==> config.mk <==
export PLATFORM = sky130hd
export DESIGN_NAME = usTimer
export DESIGN_NICKNAME = d
export VERILOG_FILES = /design/src/rtl/tmrPkg.sv /design/src/rtl/tmrCtrl.sv /design/src/rtl/tmrData.sv /design/src/rtl/usTimer.sv
export SDC_FILE = /design/constraint.sdc
export NUM_CORES = 1
export LEC_CHECK = 0
export BUFFER_PORTS_ARGS = -buffer_cell sky130_fd_sc_hd__buf_4
export CAP_MARGIN = 20
export CORE_ASPECT_RATIO = 0.5
export CORE_MARGIN = 1.5
export CORE_UTILIZATION = 52
export DETAILED_ROUTE_END_ITERATION = 8
export GPL_ROUTABILITY_DRIVEN = 0
export GPL_TIMING_DRIVEN = 0
export PLACE_DENSITY = 0.81
export SLEW_MARGIN = 20
export SYNTH_ARGS = -nofsm -noshare
export SYNTH_HDL_FRONTEND = slang
export SYNTH_SLANG_ARGS = --single-unit
==> constraint.sdc <==
create_clock -name clk -period 2.5 [get_ports clk]
set_input_delay 0.5 -clock clk [delete_from_list [all_inputs] [get_ports clk]]
set_output_delay 0.5 -clock clk [all_outputs]
set_load 0.01 [all_outputs]
==> src/rtl/tmrPkg.sv <==
package tmrPkg;

  // Strobes issued by the control to the datapath, one cycle each.
  typedef struct packed {
    logic loadCount;   // bus write of the count register
    logic writeCtl;    // bus write of the status/control register
    logic readCount;   // bus read of the count register
    logic readCtl;     // bus read of the status/control register
    logic readNone;    // bus read of an unmapped address
    logic tick;        // one-microsecond enable
  } tmrStrobes_t;

endpackage

==> src/rtl/tmrCtrl.sv <==
module tmrCtrl
  import tmrPkg::*;
#(
  parameter int ADDR_W = 8,
  parameter int PRESCALE = 50,
  parameter logic [ADDR_W-1:0] CNT_OFS = 'h20,
  parameter logic [ADDR_W-1:0] CTL_OFS = 'h24
) (
  input  logic              clk,
  input  logic              rstN,
  input  logic              busSel,
  input  logic              busWr,
  input  logic [ADDR_W-1:0] busAddr,
  output tmrStrobes_t       strb
);

  localparam int PRE_W = (PRESCALE > 1) ? $clog2(PRESCALE) : 1;
  localparam logic [PRE_W-1:0] PRE_LAST = PRE_W'(PRESCALE - 1);

  logic [PRE_W-1:0] preCnt;
  logic hitCnt, hitCtl, atLast;

  assign hitCnt = busSel && (busAddr == CNT_OFS);
  assign hitCtl = busSel && (busAddr == CTL_OFS);
  assign atLast = (preCnt == PRE_LAST);

  always_comb begin
    strb.loadCount = hitCnt && busWr;
    strb.writeCtl  = hitCtl && busWr;
    strb.readCount = hitCnt && !busWr;
    strb.readCtl   = hitCtl && !busWr;
    strb.readNone  = busSel && !busWr && !hitCnt && !hitCtl;
    strb.tick      = atLast && !strb.loadCount;
  end

  // Prescaler: a count write restarts the microsecond phase.
  always_ff @(posedge clk) begin
    if (!rstN) begin
      preCnt <= '0;
    end else if (strb.loadCount || atLast) begin
      preCnt <= '0;
    end else begin
      preCnt <= preCnt + PRE_W'(1);
    end
  end


  one_access_chk: assert property (@(posedge clk) disable iff (!rstN)
    $onehot0({strb.loadCount, strb.writeCtl, strb.readCount, strb.readCtl, strb.readNone}));

  generate
    if (PRESCALE > 1) begin : gSpacing

      tick_spacing_chk: assert property (@(posedge clk) disable iff (!rstN)
        strb.tick |=> !strb.tick);

      restart_phase_chk: assert property (@(posedge clk) disable iff (!rstN)
        strb.loadCount |=> !strb.tick);
    end
  endgenerate

endmodule

==> src/rtl/tmrData.sv <==
module tmrData
  import tmrPkg::*;
#(
  parameter int DATA_W = 16,
  parameter int CNT_W = 16,
  parameter int IE_BIT = 7,
  parameter int RD_BIT = 0
) (
  input  logic              clk,
  input  logic              rstN,
  input  tmrStrobes_t       strb,
  input  logic [DATA_W-1:0] wdata,
  output logic [DATA_W-1:0] rdata,
  output logic              irq
);

  logic [CNT_W-1:0]  count;
  logic              rdFlag;
  logic              ieFlag;
  logic [DATA_W-1:0] rdataQ;
  logic [DATA_W-1:0] statusWord;

  // Countdown and expiry flag.
  always_ff @(posedge clk) begin
    if (!rstN) begin
      count  <= '0;
      rdFlag <= 1'b1;
    end else if (strb.loadCount) begin
      count  <= wdata[CNT_W-1:0];
      rdFlag <= 1'b0;
    end else if (strb.tick && !rdFlag) begin
      if (count <= CNT_W'(1)) begin
        count  <= '0;
        rdFlag <= 1'b1;
      end else begin
        count <= count - CNT_W'(1);
      end
    end
  end

  always_ff @(posedge clk) begin
    if (!rstN) begin
      ieFlag <= 1'b0;
    end else if (strb.writeCtl) begin
      ieFlag <= wdata[IE_BIT];
    end
  end

  always_comb begin
    statusWord = '0;
    statusWord[IE_BIT] = ieFlag;
    statusWord[RD_BIT] = rdFlag;
  end

  // Registered read port, holds between reads.
  always_ff @(posedge clk) begin
    if (!rstN) begin
      rdataQ <= '0;
    end else if (strb.readCount) begin
      rdataQ <= DATA_W'(count);
    end else if (strb.readCtl) begin
      rdataQ <= statusWord;
    end else if (strb.readNone) begin
      rdataQ <= '0;
    end
  end

  assign rdata = rdataQ;
  assign irq   = rdFlag & ieFlag;


  load_clears_chk: assert property (@(posedge clk) disable iff (!rstN)
    strb.loadCount |=> (!rdFlag && count == $past(wdata[CNT_W-1:0])));

  count_hold_chk: assert property (@(posedge clk) disable iff (!rstN)
    !(strb.loadCount || strb.tick) |=> $stable(count));

  expiry_on_tick_chk: assert property (@(posedge clk) disable iff (!rstN)
    $rose(rdFlag) |-> $past(strb.tick));

  expiry_sticky_chk: assert property (@(posedge clk) disable iff (!rstN)
    (rdFlag && !strb.loadCount) |=> (rdFlag && count == '0));

  rdata_hold_chk: assert property (@(posedge clk) disable iff (!rstN)
    !(strb.readCount || strb.readCtl || strb.readNone) |=> $stable(rdataQ));

endmodule

==> src/rtl/usTimer.sv <==
module usTimer
  import tmrPkg::*;
#(
  parameter int ADDR_W = 8,
  parameter int DATA_W = 16,
  parameter int CNT_W = 16,
  parameter int PRESCALE = 50,
  parameter logic [ADDR_W-1:0] CNT_OFS = 'h20,
  parameter logic [ADDR_W-1:0] CTL_OFS = 'h24
) (
  input  logic              clk,
  input  logic              rstN,
  input  logic              busSel,
  input  logic              busWr,
  input  logic [ADDR_W-1:0] busAddr,
  input  logic [DATA_W-1:0] wdata,
  output logic [DATA_W-1:0] rdata,
  output logic              irq
);

  tmrStrobes_t strb;

  tmrCtrl #(
    .ADDR_W(ADDR_W), .PRESCALE(PRESCALE), .CNT_OFS(CNT_OFS), .CTL_OFS(CTL_OFS)
  ) uCtrl (
    .clk(clk), .rstN(rstN), .busSel(busSel), .busWr(busWr),
    .busAddr(busAddr), .strb(strb)
  );

  tmrData #(
    .DATA_W(DATA_W), .CNT_W(CNT_W), .IE_BIT(7), .RD_BIT(0)
  ) uData (
    .clk(clk), .rstN(rstN), .strb(strb), .wdata(wdata),
    .rdata(rdata), .irq(irq)
  );

endmodule

Word level (Yosys, flattened, before mapping) --
Cells that the tools add are included.
Cells by class: add/sub/neg operators 2, multipliers 0, div/mod/pow operators 0, magnitude comparators 1, equal/unequal tests 3, shift operators 0, mux-type cells 9, bitwise gates (word level) 2, reductions and logical operators 22
Operators with widths (number):
- $mux W16 | 6
- $eq A8 B6 Y1 const B | 2
- $le A16 B1 Y1 const B | 1
- $sub A16 B1 Y16 const B | 1
- $logic_and A1 B1 Y1 | 11
- $add A6 B1 Y6 const B | 1
- $eq A6 B6 Y1 const B | 1
- $logic_not A1 Y1 | 5
- $reduce_bool A2 Y1 | 2
- $mux W1 | 3
- $reduce_bool A3 Y1 | 1
- $reduce_and A2 Y1 | 1
- $reduce_or A2 Y1 | 1
- $and A1 B1 Y1 | 1
- $logic_or A1 B1 Y1 | 1
- $not A1 Y1 | 1
Word-level totals: register bits after elaboration 40, bits in latches 0, bits in writable memories 0, bits in read-only memories 0, input bits 28, output and inout port bits 17, logic and storage cells 44, memories 0

Logic depth before layout (Yosys ltp) --
Gate-level depths: netlist (run 1).
word-level depth 8, depth in mapped cells 8, depth with buffers taken out 7

Cells and area by module --
From an unflattened synthesis (run 1), not the netlist that was laid out.
Unflattened totals: cells, all modules 237, area, all modules 2072.0 sq um
Modules (own cells, without submodules):
- tmrData | times used 1, cells each 201, area each 1739.2 sq um, sequential area each 680.7 sq um
- tmrCtrl | times used 1, cells each 36, area each 332.8 sq um, sequential area each 120.1 sq um

Least setup slack after synthesis (run 1) --
Ideal clock, no wire load.
path kind reg-to-reg, from register uData.count[7], to register uData.count[15], setup time 0.074 ns, arrival time 2.179 ns, required time 2.426 ns, setup slack 0.247 ns, stages on the path, launching flop included 6, path buffers 0, clock period less this slack 2.253 ns, path through dfxtp_1 > or4_4 > or4_4 > or4_1 > a211o_1 > a31oi_1
On the way: cells in the longest elaborated chain, start to end 4, elaborated cells between the ends (all ways) 5, those cells by class add/sub (1); order compare (1); mux (3)
RTL lines:
- from (decl) | RTL line tmrData.sv:17 | logic [CNT_W-1:0] count;
- from (signal assigned) | RTL line tmrData.sv:29 | count <= wdata[CNT_W-1:0];
- from (signal assigned) | RTL line tmrData.sv:36 | count <= count - CNT_W'(1);
- $sub A16 B1 Y16 or $le A16 B1 Y1 (tied branches) | RTL line tmrData.sv:36, tmrData.sv:32
- $mux W16 (*) | RTL line tmrData.sv:32 | if (count <= CNT_W'(1)) begin
- $mux W16 (*) | RTL line tmrData.sv:31 | end else if (strb.tick && !rdFlag) begin
- $mux W16 (*) | RTL line tmrData.sv:28 | end else if (strb.loadCount) begin
Every way passes the cells marked *; elsewhere a longest branch is shown, timed or not. The select of a mux whose other input is x is not followed. A chain may end at the register's enable or synchronous reset.

Worst setup path after layout (run 1) --
Ends and elaborated chain as after synthesis.

==> results.toml, run 1 <==
[global_route]
globalRoute.totalOverflow = 0
grt_pass1_vias = 1598
antenna_found_initial = 0
track_usage_pct = 26.8
grt_pass1_wl_microns = 7870
grt_max_degree = 13

[sta]
slew_viol_final = 0
finalCritPeriodShare_pct = 95.7
rsz0062_at_grt = "no"
finalSetupViolCount = 0
max_freq_ghz = 0.418
worst_hold_slack_ns = 0.477
timing.final.hold_violations = 0
fin_worst_skew_ns = 0.00878
fin_crit_ns = 2.39
worst_pin_slew_ns = 0.625
relSlewSlack_pct = 58.0
timing.final.ws_setup_ns = 0.107

[setup_path]
reg2reg_depth = 5
ff2ff_setup_slack_ns = 0.11
endpoint_kind = "register"
worstPathRequired_ns = 2.73
timing.rr.end = "uData.count[15]"
crit_path_start_kind = "register"
path_max_fanout = 8
rr_startpoint = "uData.count[7]"
critPathArrivalTime_ns = 2.62
criticalPathCategory = "reg2reg"

[worst_hold_path]
whs_path_depth = 1
holdCritStartpoint = "uCtrl.preCnt[0]"
hp-class = "reg2reg"
hold_end = "uCtrl.preCnt[0]"

[status]
status = "complete, no violations"

[place]
dp_hpwl_microns = 3720
numPortBuffers = 44
pre_cts_ws_ns = -0.0937
placement.cell_area_sq_um = 2300

[clocking]
cts_hold_buf = 0
cts_max_path_buffers = 2
clk_latency_ns = 0.30
cts_root_buf = "clkbuf_8"
numCtsBuffers = 5
clk_pin_slew_worst_paths_ns = 0.08
htreeDepth = 2
cts_tree = "done"
cts.sinks = 40
cts_setup_buffers = 0
cts_repair_resize_count = 0

[synthesis]
synth-async-reset-ratio_pct = 0
ys.flop_type = "dfxtp_1"
synthCells = 217
synthesis.area_sq_um = 1910
syn_area_per_cell_sq_um = 8.80
synth_edf_count = 0
synth_cell_types = 39
synth_seq_area_share_pct = 41.9
yosysWarnings = 0
synth-seq-cells = 40
syn-num-nets = 249

[floorplan]
core_area_sq_um = 3470
die_w_microns = 88.7
die_area_sq_um = 4070
num_io_pins = 45
fp-row-count = 15
start_util_pct = 55.0
die_y_microns = 45.8

[finish]
layout-drive-gt1-share_pct = 24.2
num_antenna_cells = 0
final_util_pct = 69.5
seq_area_sq_um = 802
nets = 300
final_common_cell = "buf_4"
fill_cells = 286
postLayoutCellArea_sq_um = 2410
multiInputGateArea_sq_um = 1050
syn_to_final_growth_pct = 26.5
mostFrequentLayoutCells = "buf_4 (44), dfxtp_1 (39), o21ai_0 (22), nor2b_1 (18), a31oi_1 (15)"

[routing]
wirelength_microns = 4990
dr.pass1.iters = 4
vias = 1867
ant_nets = 0
viasPerCell = 5.83
drtIter0Drc = 134
drc = 0
wl_per_cell_microns = 15.6

[power]
vdd_drop_max_mv = 0.341
powerDensity_nw_per_um2 = 485
total_power_mw = 1.17
p_leak_nw = 0.933

[run]
max_cap_violations = 0
sequential cells by signal, indices dropped and copies added, names as in the netlist:
signal,flops
uData.rdata,16
uData.ieFlag,1
uData.count,16
uData.rdFlag,1
uCtrl.preCnt,6
stage by stage:
| stage | TNS, ns | instances |
|---|---|---|
| after floorplan | 0 | 217 |
| after global placement | 0 | 312 |
| after detailed placement | -0.725 | 312 |
| after CTS | 0 | 320 |
| after global routing | 0 | 320 |
| final | 0 | 320 |
critical path: stages (launching register included):
cell and delay (ns):
dfxtp_2 0.36, or4_4 0.59, or4_4 0.45, or4_1 0.47, a211o_1 0.27, a31oi_1 0.17
synth_stat cells (all sizes together), types with 3 or more instances:
cell type	count	area [sq um]
a22oi	14	105
a31oi	15	93.8
and4b	3	30.0
clkbuf	11	41.3
dfxtp	40	801
ha	4	50.1
inv	5	18.8
nand2	11	41.3
nand2b	4	25.0
nand3	8	40.0
nor2	13	48.8
nor2b	18	113
o21ai	22	110
o31ai	5	37.5
o41ai	4	35.0
or3	3	21.3
or4	6	55.1
cell families after synthesis:
family | Yosys count | synth area share (%)
compound gates | 69 | 23.8
buf+inv | 17 | 3.74
fa+ha+maj | 4 | 2.62
xor+xnor | 4 | 1.84
simple gates | 82 | 25.6
mux | 1 | 0.524
flops | 40 | 41.9
power by group:
group	leakage, nW	internal, mW	total, mW	switching, mW
registers	0.323	0.641	0.645	0.00443
clock network	0.0510	0.220	0.449	0.228
logic	0.559	0.0432	0.0771	0.0339
total	0.933	0.905	1.17	0.267
worst max path at each step:
| stage | cells past startpoint | start | slack (ns) | endpoint |
|---|---|---|---|---|
| finish | 5 | uData.count[7] | 0.11 | uData.count[15] |
| global route | 8 | uData.count[0] | 0.03 | uData.count[7] |
| CTS | 6 | uData.count[7] | 0.02 | uData.count[0] |
| detailed placement | 7 | busAddr[4] | -0.09 | uData.rdata[6] |
| global placement | 7 | busAddr[4] | 0.02 | uData.rdata[6] |
| floorplan | 5 | uData.count[7] | 0.25 | uData.count[15] |
area by class of cell:
cell class | instances | area share [%]
Buffer | 12 | 2.18
Inverter | 5 | 0.777
Timing Repair Buffer | 44 | 13.7
Sequential cell | 40 | 33.2
Tap cell | 51 | 2.64
Clock buffer | 6 | 3.42
Multi-Input combinational cell | 160 | 43.7
Clock inverter | 2 | 0.415
per-layer routing:
metal | global-route usage [%] | vias up | wire [microns]
met3 | 6.88 | 9 | 371
met4 | 9.69 | 0 | 71
met5 | 0 | - | 0
li1 | - | 918 | -
met2 | 42.1 | 70 | 2280
met1 | 35.9 | 870 | 2260
No activity file was read; power rests on OpenSTA's default activity.
==> run 2: changes to the inputs <==
--- a/config.mk
+++ b/config.mk
@@ -13,7 +13,7 @@
 export DETAILED_ROUTE_END_ITERATION = 8
 export GPL_ROUTABILITY_DRIVEN = 0
 export GPL_TIMING_DRIVEN = 0
-export PLACE_DENSITY = 0.81
+export PLACE_DENSITY = 0.85
 export SLEW_MARGIN = 20
 export SYNTH_ARGS = -nofsm -noshare
 export SYNTH_HDL_FRONTEND = slang
==> run 2 against run 1 <==
Against the previous run: hold slack got worse by 0.0060 ns; non-clock buffer count is the same; setup slack got worse by 0.0061 ns; clock skew decreased by 0.0051 ns; register-to-register slack about the same; power up 8.1%; sequential share of layout area fell by 0.34 points; combinational power is 2% lower; critical path depth is the same; global-route usage is 0.99 points lower; core utilization is 0.61 points higher; design area up 0.88%; critical path type unchanged.
==> results.toml, run 2 (same netlist as run 1, synthesis figures left out) <==
[status]
status = "complete, no violations"

[floorplan]
core_area_sq_um = 3470
die_y_microns = 45.8
die_area_sq_um = 4070
start_util_pct = 55.0
die_w_microns = 88.7
fp-row-count = 15
num_io_pins = 45

[clocking]
cts_setup_buffers = 0
htreeDepth = 2
cts_root_buf = "clkbuf_8"
cts.sinks = 40
cts_max_path_buffers = 2
cts_tree = "done"
clk_latency_ns = 0.29
clk_pin_slew_worst_paths_ns = 0.08
numCtsBuffers = 5

[sta]
finalSetupViolCount = 0
finalCritPeriodShare_pct = 96.0
worst_pin_slew_ns = 0.578
fin_worst_skew_ns = 0.00373
relSlewSlack_pct = 61.2
rsz0062_at_grt = "no"
timing.final.hold_violations = 0
fin_crit_ns = 2.40
max_freq_ghz = 0.417
slew_viol_final = 0
fin_tns_setup_ns = 0

[power]
p_leak_nw = 0.936
pwr-share-clk_pct = 43.0
pwr-share-seq_pct = 51.0
total_power_mw = 1.27
p_sw_share_pct = 22.2
p_switching_uw = 281
p_comb_share_pct = 6.0
powerDensity_nw_per_um2 = 520
internal_power_uw = 985
vdd_drop_max_mv = 0.327

[routing]
wirelength_microns = 5110
drc = 0
dr.pass1.iters = 5
vias = 1948
wl_per_cell_microns = 16.0
ant_nets = 0
viasPerCell = 6.09
drtIter0Drc = 167

[global_route]
busiest_layer = "met2"
grt_pass1_vias = 1672
globalRoute.totalOverflow = 0
grt.met2_usage_pct = 39.5
grt_pass1_wl_microns = 7730
track_usage_pct = 25.8
grt_max_degree = 15
grt_use_met3_pct = 8.15
antenna_found_initial = 0
grt_use_met1_pct = 34.3

[run]
max_cap_violations = 0

[setup_path]
critPathArrivalTime_ns = 2.63
endpoint_kind = "register"
crit_path_start_kind = "register"
worstPathRequired_ns = 2.73
path_max_fanout = 8
criticalPathCategory = "reg2reg"

[place]
numPortBuffers = 44
dp_hpwl_microns = 3610

[finish]
num_antenna_cells = 0
final_common_cell = "buf_4"
syn_to_final_growth_pct = 27.6
nets = 300
layout-drive-gt1-share_pct = 23.8
mostFrequentLayoutCells = "buf_4 (44), dfxtp_1 (40), o21ai_0 (22), nor2b_1 (18), a31oi_1 (15)"
final_util_pct = 70.2

[worst_hold_path]
hp-class = "reg2reg"
run 2: cell count changes in the layout (fill, tap and decap cells not counted):
cell	before	now
dfxtp_1	39	40
bufinv_16	0	1
clkinvlp_4	0	1
dfxtp_2	1	0
inv_6	0	1
clkbuf_8	6	5
clkinv_2	2	0
run 2: power groups by stage:
stage	Clock [mW]	Sequential (mW)	Combinational (mW)
floorplan	0	0.659	0.0314
global placement	0	0.660	0.0724
detailed placement	0	0.660	0.0741
finish	0.545	0.645	0.0756
global route	0.578	0.646	0.0827
CTS	0.544	0.645	0.0746
run 2: final cells by class:
class                           instances  area [sq um]
Multi-Input combinational cell        160          1050
Fill cell                             254          1040
Sequential cell                        40           801
Timing Repair Buffer                   44           330
Clock buffer                            5          68.8
Tap cell                               51          63.8
Buffer                                 12          52.6
Clock inverter                          3          46.3
Inverter                                5          18.8
run 2: timing repair:
| item | in CTS | in global routing |
|---|---|---|
| endpoints found under the setup margin | 0 | 18 |
| resized for setup | 0 | 3 |
| hold buffers | 0 | 0 |
run 2: path summary, 6_finish.rpt:
| check | from | to | slack (ns) | cells past startpoint |
|---|---|---|---|---|
| max | uData.count[7] | uData.count[15] | 0.10 | 5 |
| min | uCtrl.preCnt[0] | uCtrl.preCnt[0] | 0.47 | 1 |
| max reg2reg | uData.count[7] | uData.count[15] | 0.10 | 5 |
| min reg2reg | uCtrl.preCnt[0] | uCtrl.preCnt[0] | 0.47 | 1 |
run 2: metrics by stage:
step	setup WS [ns]	cell area, sq um	instances	hold slack [ns]
detailed placement	-0.154	2300	312	0.455
finish	0.101	2440	320	0.471
global route	0.0319	2440	320	0.483
floorplan	0.247	1910	217	0.434
global placement	-0.0151	2300	312	0.446
CTS	0.0328	2420	320	0.474
run 2: worst max-delay path, cell delays in order (launching register included):
cell and delay (ns):
dfxtp_1 0.38, or4_4 0.60, or4_4 0.45, or4_1 0.49, a211o_1 0.27, a31oi_1 0.15
run 2: layer usage:
metal / vias up / wire length [microns]
li1: 920 / -
met1: 918 / 2300
met3: 12 / 515
met5: - / 0
met2: 98 / 2210
met4: 0 / 80
